### src/rtl/mcdma_irq_pkg.sv
package mcdma_irq_pkg;

  localparam int EVW = 15;
  localparam int DW  = 32;

  localparam logic [EVW-1:0] CAUSE_MASK = 15'h77FF;
  localparam logic [EVW-1:0] GRP_TXN    = 15'h0005;
  localparam logic [EVW-1:0] GRP_RXN    = 15'h4040;
  localparam logic [EVW-1:0] GRP_TXA    = 15'h242A;
  localparam logic [EVW-1:0] GRP_RXA    = 15'h1390;

  typedef struct packed {
    logic txn;
    logic rxn;
    logic txa;
    logic rxa;
  } sum_t;

  typedef enum logic [1:0] {
    REG_STAT = 2'd0,
    REG_ENA  = 2'd1,
    REG_VER  = 2'd2,
    REG_RSV  = 2'd3
  } reg_sel_e;

  function automatic logic grp_hit(input logic [EVW-1:0] cause,
                                   input logic [EVW-1:0] en,
                                   input logic [EVW-1:0] grp);
    return |(cause & en & grp);
  endfunction

  function automatic sum_t summarize(input logic [EVW-1:0] cause,
                                     input logic [EVW-1:0] en);
    sum_t s;
    s.txn = grp_hit(cause, en, GRP_TXN);
    s.rxn = grp_hit(cause, en, GRP_RXN);
    s.txa = grp_hit(cause, en, GRP_TXA);
    s.rxa = grp_hit(cause, en, GRP_RXA);
    return s;
  endfunction

  function automatic int rx_vec_idx(input int c, input int nch);
    return 2 * nch - 1 - 2 * c;
  endfunction

  function automatic int tx_vec_idx(input int c, input int nch);
    return 2 * nch - 2 * c;
  endfunction

endpackage

### src/rtl/mcdma_bus_dec.sv
module mcdma_bus_dec
  import mcdma_irq_pkg::*;
#(
  parameter int NCH  = 8,
  parameter int CH_W = 3
)(
  input  logic              bus_wr,
  input  logic [CH_W+1:0]   bus_addr,
  output logic [NCH-1:0]    wr_stat,
  output logic [NCH-1:0]    wr_ena,
  output logic [CH_W-1:0]   sel_ch,
  output reg_sel_e          sel_reg
);

  assign sel_ch  = bus_addr[CH_W+1:2];
  assign sel_reg = reg_sel_e'(bus_addr[1:0]);

  for (genvar c = 0; c < NCH; c++) begin : g_dec
    logic ch_hit;
    assign ch_hit     = bus_wr && (sel_ch == CH_W'(c));
    assign wr_stat[c] = ch_hit && (sel_reg == REG_STAT);
    assign wr_ena[c]  = ch_hit && (sel_reg == REG_ENA);
  end

endmodule

### src/rtl/mcdma_chan_regs.sv
module mcdma_chan_regs
  import mcdma_irq_pkg::*;
(
  input  logic            clk,
  input  logic            rst_n,
  input  logic [EVW-1:0]  evt,
  input  logic            wr_stat,
  input  logic            wr_ena,
  input  logic [DW-1:0]   wdata,
  output logic [DW-1:0]   stat_word,
  output logic [DW-1:0]   ena_word,
  output logic [EVW-1:0]  cause_o,
  output logic            rx_req,
  output logic            tx_req
);

  logic [EVW-1:0] cause_q;
  logic [EVW-1:0] en_cause_q;
  sum_t           en_sum_q;
  logic [EVW-1:0] set_ev;
  logic [EVW-1:0] clr_wr;
  sum_t           sum;

  assign set_ev = evt & CAUSE_MASK;
  assign clr_wr = wr_stat ? (wdata[EVW-1:0] & CAUSE_MASK) : '0;

  always_ff @(posedge clk or negedge rst_n) begin
    if (!rst_n) begin
      cause_q <= '0;
    end else begin
      cause_q <= (cause_q & ~clr_wr) | set_ev;
    end
  end

  always_ff @(posedge clk or negedge rst_n) begin
    if (!rst_n) begin
      en_cause_q <= '0;
      en_sum_q   <= '0;
    end else if (wr_ena) begin
      en_cause_q <= wdata[EVW-1:0] & CAUSE_MASK;
      en_sum_q   <= sum_t'(wdata[EVW+3:EVW]);
    end
  end

  assign sum       = summarize(cause_q, en_cause_q);
  assign rx_req    = (sum.rxn & en_sum_q.rxn) | (sum.rxa & en_sum_q.rxa);
  assign tx_req    = (sum.txn & en_sum_q.txn) | (sum.txa & en_sum_q.txa);
  assign stat_word = {13'd0, sum, cause_q};
  assign ena_word  = {13'd0, en_sum_q, en_cause_q};
  assign cause_o   = cause_q;

endmodule

### src/rtl/mcdma_vec_route.sv
module mcdma_vec_route
  import mcdma_irq_pkg::*;
#(
  parameter int NCH  = 8,
  parameter int NVEC = 32
)(
  input  logic [NCH-1:0]  rx_req,
  input  logic [NCH-1:0]  tx_req,
  output logic [NVEC-1:0] vec
);

  always_comb begin
    vec    = '0;
    for (int c = 0; c < NCH; c++) begin
      vec[rx_vec_idx(c, NCH)] = rx_req[c];
      vec[tx_vec_idx(c, NCH)] = tx_req[c];
    end
    vec[0] = (|rx_req) | (|tx_req);
  end

endmodule

### src/rtl/mcdma_irq_ctrl.sv
module mcdma_irq_ctrl
  import mcdma_irq_pkg::*;
#(
  parameter int          NCH    = 8,
  parameter int          NVEC   = 32,
  parameter logic [7:0]  VER_ID = 8'h10,
  localparam int         CH_W   = (NCH > 1) ? $clog2(NCH) : 1,
  localparam int         ADDR_W = CH_W + 2
)(
  input  logic                clk,
  input  logic                rst_n,
  input  logic [NCH*EVW-1:0]  evt_i,
  input  logic                bus_wr,
  input  logic [ADDR_W-1:0]   bus_addr,
  input  logic [DW-1:0]       bus_wdata,
  output logic [DW-1:0]       bus_rdata,
  output logic [NVEC-1:0]     msi_vec
);

  logic [NCH-1:0]     wr_stat;
  logic [NCH-1:0]     wr_ena;
  logic [CH_W-1:0]    sel_ch;
  reg_sel_e           sel_reg;
  logic [NCH-1:0]     rx_req;
  logic [NCH-1:0]     tx_req;
  logic [DW-1:0]      stat_word [NCH];
  logic [DW-1:0]      ena_word  [NCH];
  logic [NCH*EVW-1:0] cause_all;

  mcdma_bus_dec #(.NCH(NCH), .CH_W(CH_W)) u_dec (
    .bus_wr  (bus_wr),
    .bus_addr(bus_addr),
    .wr_stat (wr_stat),
    .wr_ena  (wr_ena),
    .sel_ch  (sel_ch),
    .sel_reg (sel_reg)
  );

  for (genvar c = 0; c < NCH; c++) begin : g_ch
    mcdma_chan_regs u_regs (
      .clk      (clk),
      .rst_n    (rst_n),
      .evt      (evt_i[c*EVW +: EVW]),
      .wr_stat  (wr_stat[c]),
      .wr_ena   (wr_ena[c]),
      .wdata    (bus_wdata),
      .stat_word(stat_word[c]),
      .ena_word (ena_word[c]),
      .cause_o  (cause_all[c*EVW +: EVW]),
      .rx_req   (rx_req[c]),
      .tx_req   (tx_req[c])
    );
  end

  mcdma_vec_route #(.NCH(NCH), .NVEC(NVEC)) u_route (
    .rx_req(rx_req),
    .tx_req(tx_req),
    .vec   (msi_vec)
  );

  always_comb begin
    bus_rdata = '0;
    if (int'(sel_ch) < NCH) begin
      unique case (sel_reg)
        REG_STAT: bus_rdata = stat_word[sel_ch];
        REG_ENA:  bus_rdata = ena_word[sel_ch];
        REG_VER:  bus_rdata = {24'd0, VER_ID};
        default:  bus_rdata = '0;
      endcase
    end
  end

endmodule

### config.mk
export PLATFORM = sky130hd
export DESIGN_NAME = mcdma_irq_ctrl
export DESIGN_NICKNAME = d
export VERILOG_FILES = /design/src/rtl/mcdma_irq_pkg.sv /design/src/rtl/mcdma_bus_dec.sv /design/src/rtl/mcdma_chan_regs.sv /design/src/rtl/mcdma_vec_route.sv /design/src/rtl/mcdma_irq_ctrl.sv
export SDC_FILE = /design/constraint.sdc
export NUM_CORES = 1
export LEC_CHECK = 0
export ABC_CLOCK_PERIOD_IN_PS = 2000
export BUFFER_PORTS_ARGS = -buffer_cell sky130_fd_sc_hd__buf_2
export CAP_MARGIN = 20
export CORE_ASPECT_RATIO = 1.1
export CORE_MARGIN = 2
export CORE_UTILIZATION = 58
export CTS_BUF_LIST = sky130_fd_sc_hd__clkbuf_2
export CTS_CLUSTER_SIZE = 24
export DETAILED_ROUTE_END_ITERATION = 6
export PLACE_DENSITY = 0.82
export SYNTH_ARGS = -nofsm -noshare
export SYNTH_HDL_FRONTEND = slang
export SYNTH_SLANG_ARGS = --single-unit
export TNS_END_PERCENT = 1
### constraint.sdc
create_clock -name clk -period 2 [get_ports clk]
set_input_delay 0.1 -clock clk [delete_from_list [all_inputs] [get_ports clk]]
set_output_delay 0.1 -clock clk [all_outputs]
set_load 0.02 [all_outputs]
==> results of run 1 <==
-- cell usage after synthesis, drive strengths merged, types with 4 or more instances --
cell     instances
dfrtp          256
nand2          142
mux2           135
a21o           113
mux4            81
buf             78
a22oi           31
clkbuf          27
inv             20
a222oi          16
nor2b           15
nor2            14
o2bb2ai         12
o21ai           11
nand3            6
mux2i            5
o22ai            5
nor3             4
nor4             4
-- cells by family after synthesis --
logic type	Yosys count	share of synthesized area (%)
flops	256	49.5
mux	221	26.2
compound gates	207	12.2
simple gates	194	6.49
buf+inv	126	5.51
other cells	1	0.0290
-- per-stage QoR --
stage               hold WS (ps)  utilization [%]  cells
floorplan                   -196                -   1033
global placement            61.4             65.5   1472
detailed placement          64.7             65.5   1472
==> qor.txt, run 1 <==
Err = [ERROR RSZ-0060] Max buffer count reached.
Placed cell area = 14400 um2
Setup WS pre-CTS = -23.1 ps
Post-synth top flop = dfrtp_1
Share of the synthesized area in the top cell type = 49.5%
Cells after Synth = 1005
FFs w/ async S/R, synth = 100%
IO Port Bufs = 172
Post-CTS Setup Inserts = 8
IO Pins = 224
Unique masters post-synth = 44
Last stage = 4_1_cts
Synth Warn # = 0
Status = did not finish
TritonCTS buffer count = 67
Dpl hpwl = 26900 um
Clock buffer depth = 3
Clk sinks = 256
Leading area contributor after synthesis = dfrtp_1
Number of synthesized register bits = 256
Height of the die = 161 um
Post-synth EDFFs = 0
Hold-fix buffers, CTS = 318
Gp weighted congestion = 0.936
Post-Syn Area per Cell = 12.9 um2
Cell area after synthesis = 12900 um2
Num rows = 57
Seq/Total Area, Yosys = 49.5%
Clk root buf = clkbuf_2
Starting Density = 58.9%
# resized after CTS = 58
Htree depth = 3
Die X = 146 um
Dominant cells by area after synthesis = dfrtp_1 50%, mux4_2 14%, mux2_2 9.5%, a21o_1 6.6%, nand2_1 4.1%
==> run 2: changes to the inputs <==
--- a/config.mk
+++ b/config.mk
@@ -8,13 +8,10 @@
 export ABC_CLOCK_PERIOD_IN_PS = 2000
 export BUFFER_PORTS_ARGS = -buffer_cell sky130_fd_sc_hd__buf_2
 export CAP_MARGIN = 20
-export CORE_ASPECT_RATIO = 1.1
 export CORE_MARGIN = 2
-export CORE_UTILIZATION = 58
-export CTS_BUF_LIST = sky130_fd_sc_hd__clkbuf_2
-export CTS_CLUSTER_SIZE = 24
+export CORE_UTILIZATION = 40
 export DETAILED_ROUTE_END_ITERATION = 6
-export PLACE_DENSITY = 0.82
+export PLACE_DENSITY_LB_ADDON = 0.15
 export SYNTH_ARGS = -nofsm -noshare
 export SYNTH_HDL_FRONTEND = slang
 export SYNTH_SLANG_ARGS = --single-unit
==> qor.txt, run 2 <==
Commonest non-fill, non-tap cells in the layout = 254 x dfrtp_1, 219 x dlygate4sd3_1, 155 x buf_2
Clock power frac = 34.1%
Share of the synthesized area in the top cell type = 49.5%
Post-layout util = 58.3%
Req. time, crit path = 1900 ps
Failing checks = design-rule violations, negative setup slack
Status = finished, violations left
Most common cell after layout, fill and taps aside = dfrtp_1
Leading area contributor after synthesis = dfrtp_1
CTS tree = yes
Total congestion overflow = 0
Period utilization = 128%
Int Pwr = 10.9 mW
Per-cell routed wire length = 22.6 um
Num rows = 65
Fmax = 0.389 GHz
Peak VDD IR = 0.000591 V
Final Hold Vio Count = 0
Final hold slack = 18.0 ps
Dominant cells by area after synthesis = dfrtp_1 50%, mux4_2 14%, mux2_2 9.5%, a21o_1 6.6%, nand2_1 4.1%
Sw Ratio = 28.9%
Largest net degree at the start of global routing = 72
TritonCTS buffer count = 29
Placed cells = 1621
Gp weighted congestion = 0.904
Clock transition at the registers of the reported paths = 60 ps
Clk sinks = 256
Synth Warn # = 0
Slowest stage cell, crit path = dfrtp_1
CP endpoint kind = primary output
Fillers = 2591
Commonest cells post-synth = 256 x dfrtp_1, 141 x nand2_1, 113 x a21o_1
Core area = 31700 um2
Share of cells above drive strength 1 = 39.4%
Most common cell in the synthesized netlist = dfrtp_1
Layout Skew = 0 ps
DR vias/cell = 5.47
Routed via count = 10.4k
IO Pins = 224
Post-synth top flop = dfrtp_1
CP cell instances = a222oi_1 -> buf_4 -> nand2_4 -> o2bb2ai_4 -> nor4_4 -> buf_4 -> nand4_1 -> buf_4
FFs w/ async S/R, synth = 100%
CP max stage delay = 380 ps
Gr busiest metal = met2
Tmin final = 2570 ps
Clk root buf = clkbuf_16
# setup viols final = 27
Initial drt markers = 674
Height of the die = 184 um
M2 GR Usage = 43.0%
Routing usage on met3 = 4.02%
Initial antenna violation count = 1
Final Routed Wirelength = 43000 um
Worst hold-check path type = input port to flop
Detailed Routing Iterations Pass 1 = 7
Worst-Skew Late Latency = 540 ps
Antenna viol nets, final = 0
Die ar. = 33800 um2
Reg power frac = 41.1%
Seq/Total Area, Yosys = 49.5%
Leakage = 7.29 nW
DRC Markers = 4
Number of synthesized register bits = 256
First-pass GRT wire length = 66200 um
Htree depth = 1
Starting Density = 40.8%
Register cell area after layout = 6410 um2
GRT Overall Usage = 26.0%
Crit Path Category = flop to primary output
IO Port Bufs = 172
Setup ws final = -570 ps
Arrival time at the worst endpoint = 2470 ps
Cells after Synth = 1005
Final std cells w/o fill = 1903
Power per cell area = 826 nW/um2
Footprint of the multi-input gates = 6260 um2
Unique masters post-synth = 44
Die X = 184 um
Switch Pwr = 4.41 mW
Post-synth EDFFs = 0
Critical-path maximum fanout = 2
Most used cell, CP = buf_4
Dpl hpwl = 30100 um
Area grow syn2layout = 43.0%
Cell area after synthesis = 12900 um2
Met1 Use GR = 35.6%
Combinational Power Share = 24.7%
Nets@finish = 1640
Vias in the first global route = 11.1k
Max_cap viols = 0
Post-Syn Area per Cell = 12.9 um2
RSZ-0062 raised after global routing = yes
Clock buffer depth = 3
Startpoint types = flop
Pins Over Slew Limit = 0
[run 2: cell counts after synthesis]
Identical to the previous run, type by type.
[run 2: stage by stage]
step	TNS (ps)	worst slack [ps]	area, um2	power (mW)
2_1_floorplan	-72.3	-72.3	13000	8.23
3_3_place_gp	-145	-143	14900	9.44
3_5_place_dp	-176	-173	14900	9.49
4_1_cts	-8710	-541	18400	15.3
5_1_grt	-10350	-659	18500	15.9
6_report	-8270	-570	18500	15.3
[run 2: final cells by class]
type | count | share of cell area [%]
Antenna cell | 1 | 0.0135
Clock buffer | 46 | 4.70
Clock inverter | 5 | 0.284
Inverter | 21 | 0.426
Multi-Input combinational cell | 651 | 33.8
Sequential cell | 256 | 34.6
Tap cell | 402 | 2.72
Timing Repair Buffer | 521 | 23.4
[run 2: what timing repair did]
item,in CTS,in global routing
endpoints found under the setup margin,34,35
hold buffers,219,0
hold endpoints to repair,400,0
pin swaps,35,9
buffers inserted,10,1
resized for setup,60,16
[run 2: worst paths after layout]
kind,slack (ps),depth (start not counted),endpoint,from
setup / recovery,-570,8,msi_vec[0],g_ch[2].u_regs.en_cause_q[7]
hold / removal,20,3,g_ch[3].u_regs.cause_o[7],bus_wdata[7]
setup reg to reg,600,3,g_ch[5].u_regs.cause_o[7],g_ch[5].u_regs.cause_o[7]
hold reg to reg,520,1,g_ch[7].u_regs.en_cause_q[3],g_ch[7].u_regs.en_cause_q[3]
max in group asynchronous,1240,3,g_ch[1].u_regs.cause_o[2],rst_n
min in group asynchronous,30,2,g_ch[3].u_regs.cause_o[7],rst_n
[run 2: critical path, delay by kind of cell, from the launching register on]
family                 cells  cell delay (ps)
buffers and inverters      3              570
AO/OA/AOI/OAI              2              520
flip-flops                 1              380
AND/OR/NAND/NOR            3              470
[run 2: cell families (layout without fill, tap and decap cells)]
family	after synthesis	after routing	share of synthesized area, %
flip-flops	256	256	49.5
multiplexers	221	221	26.2
AO/OA/AOI/OAI	207	207	12.2
AND/OR/NAND/NOR	194	194	6.49
buffers and inverters	126	593	5.51
other	1	30	0.0290
[run 2: per-layer routing]
metal	part of all wire, %	routed length (um)
met1	43	18500
met2	48	20800
met3	5.8	2520
met4	2.7	1160
met5	0	0
[run 2: power by group through the flow]
stage	Clock, mW	Sequential [mW]	Combinational, mW
after floorplan	0	6.15	2.08
after global placement	0	6.31	3.13
after detailed placement	0	6.33	3.17
after CTS	5.30	6.27	3.70
after global routing	5.55	6.36	4.03
final	5.21	6.28	3.78
Power figures use the tool's default switching activity.
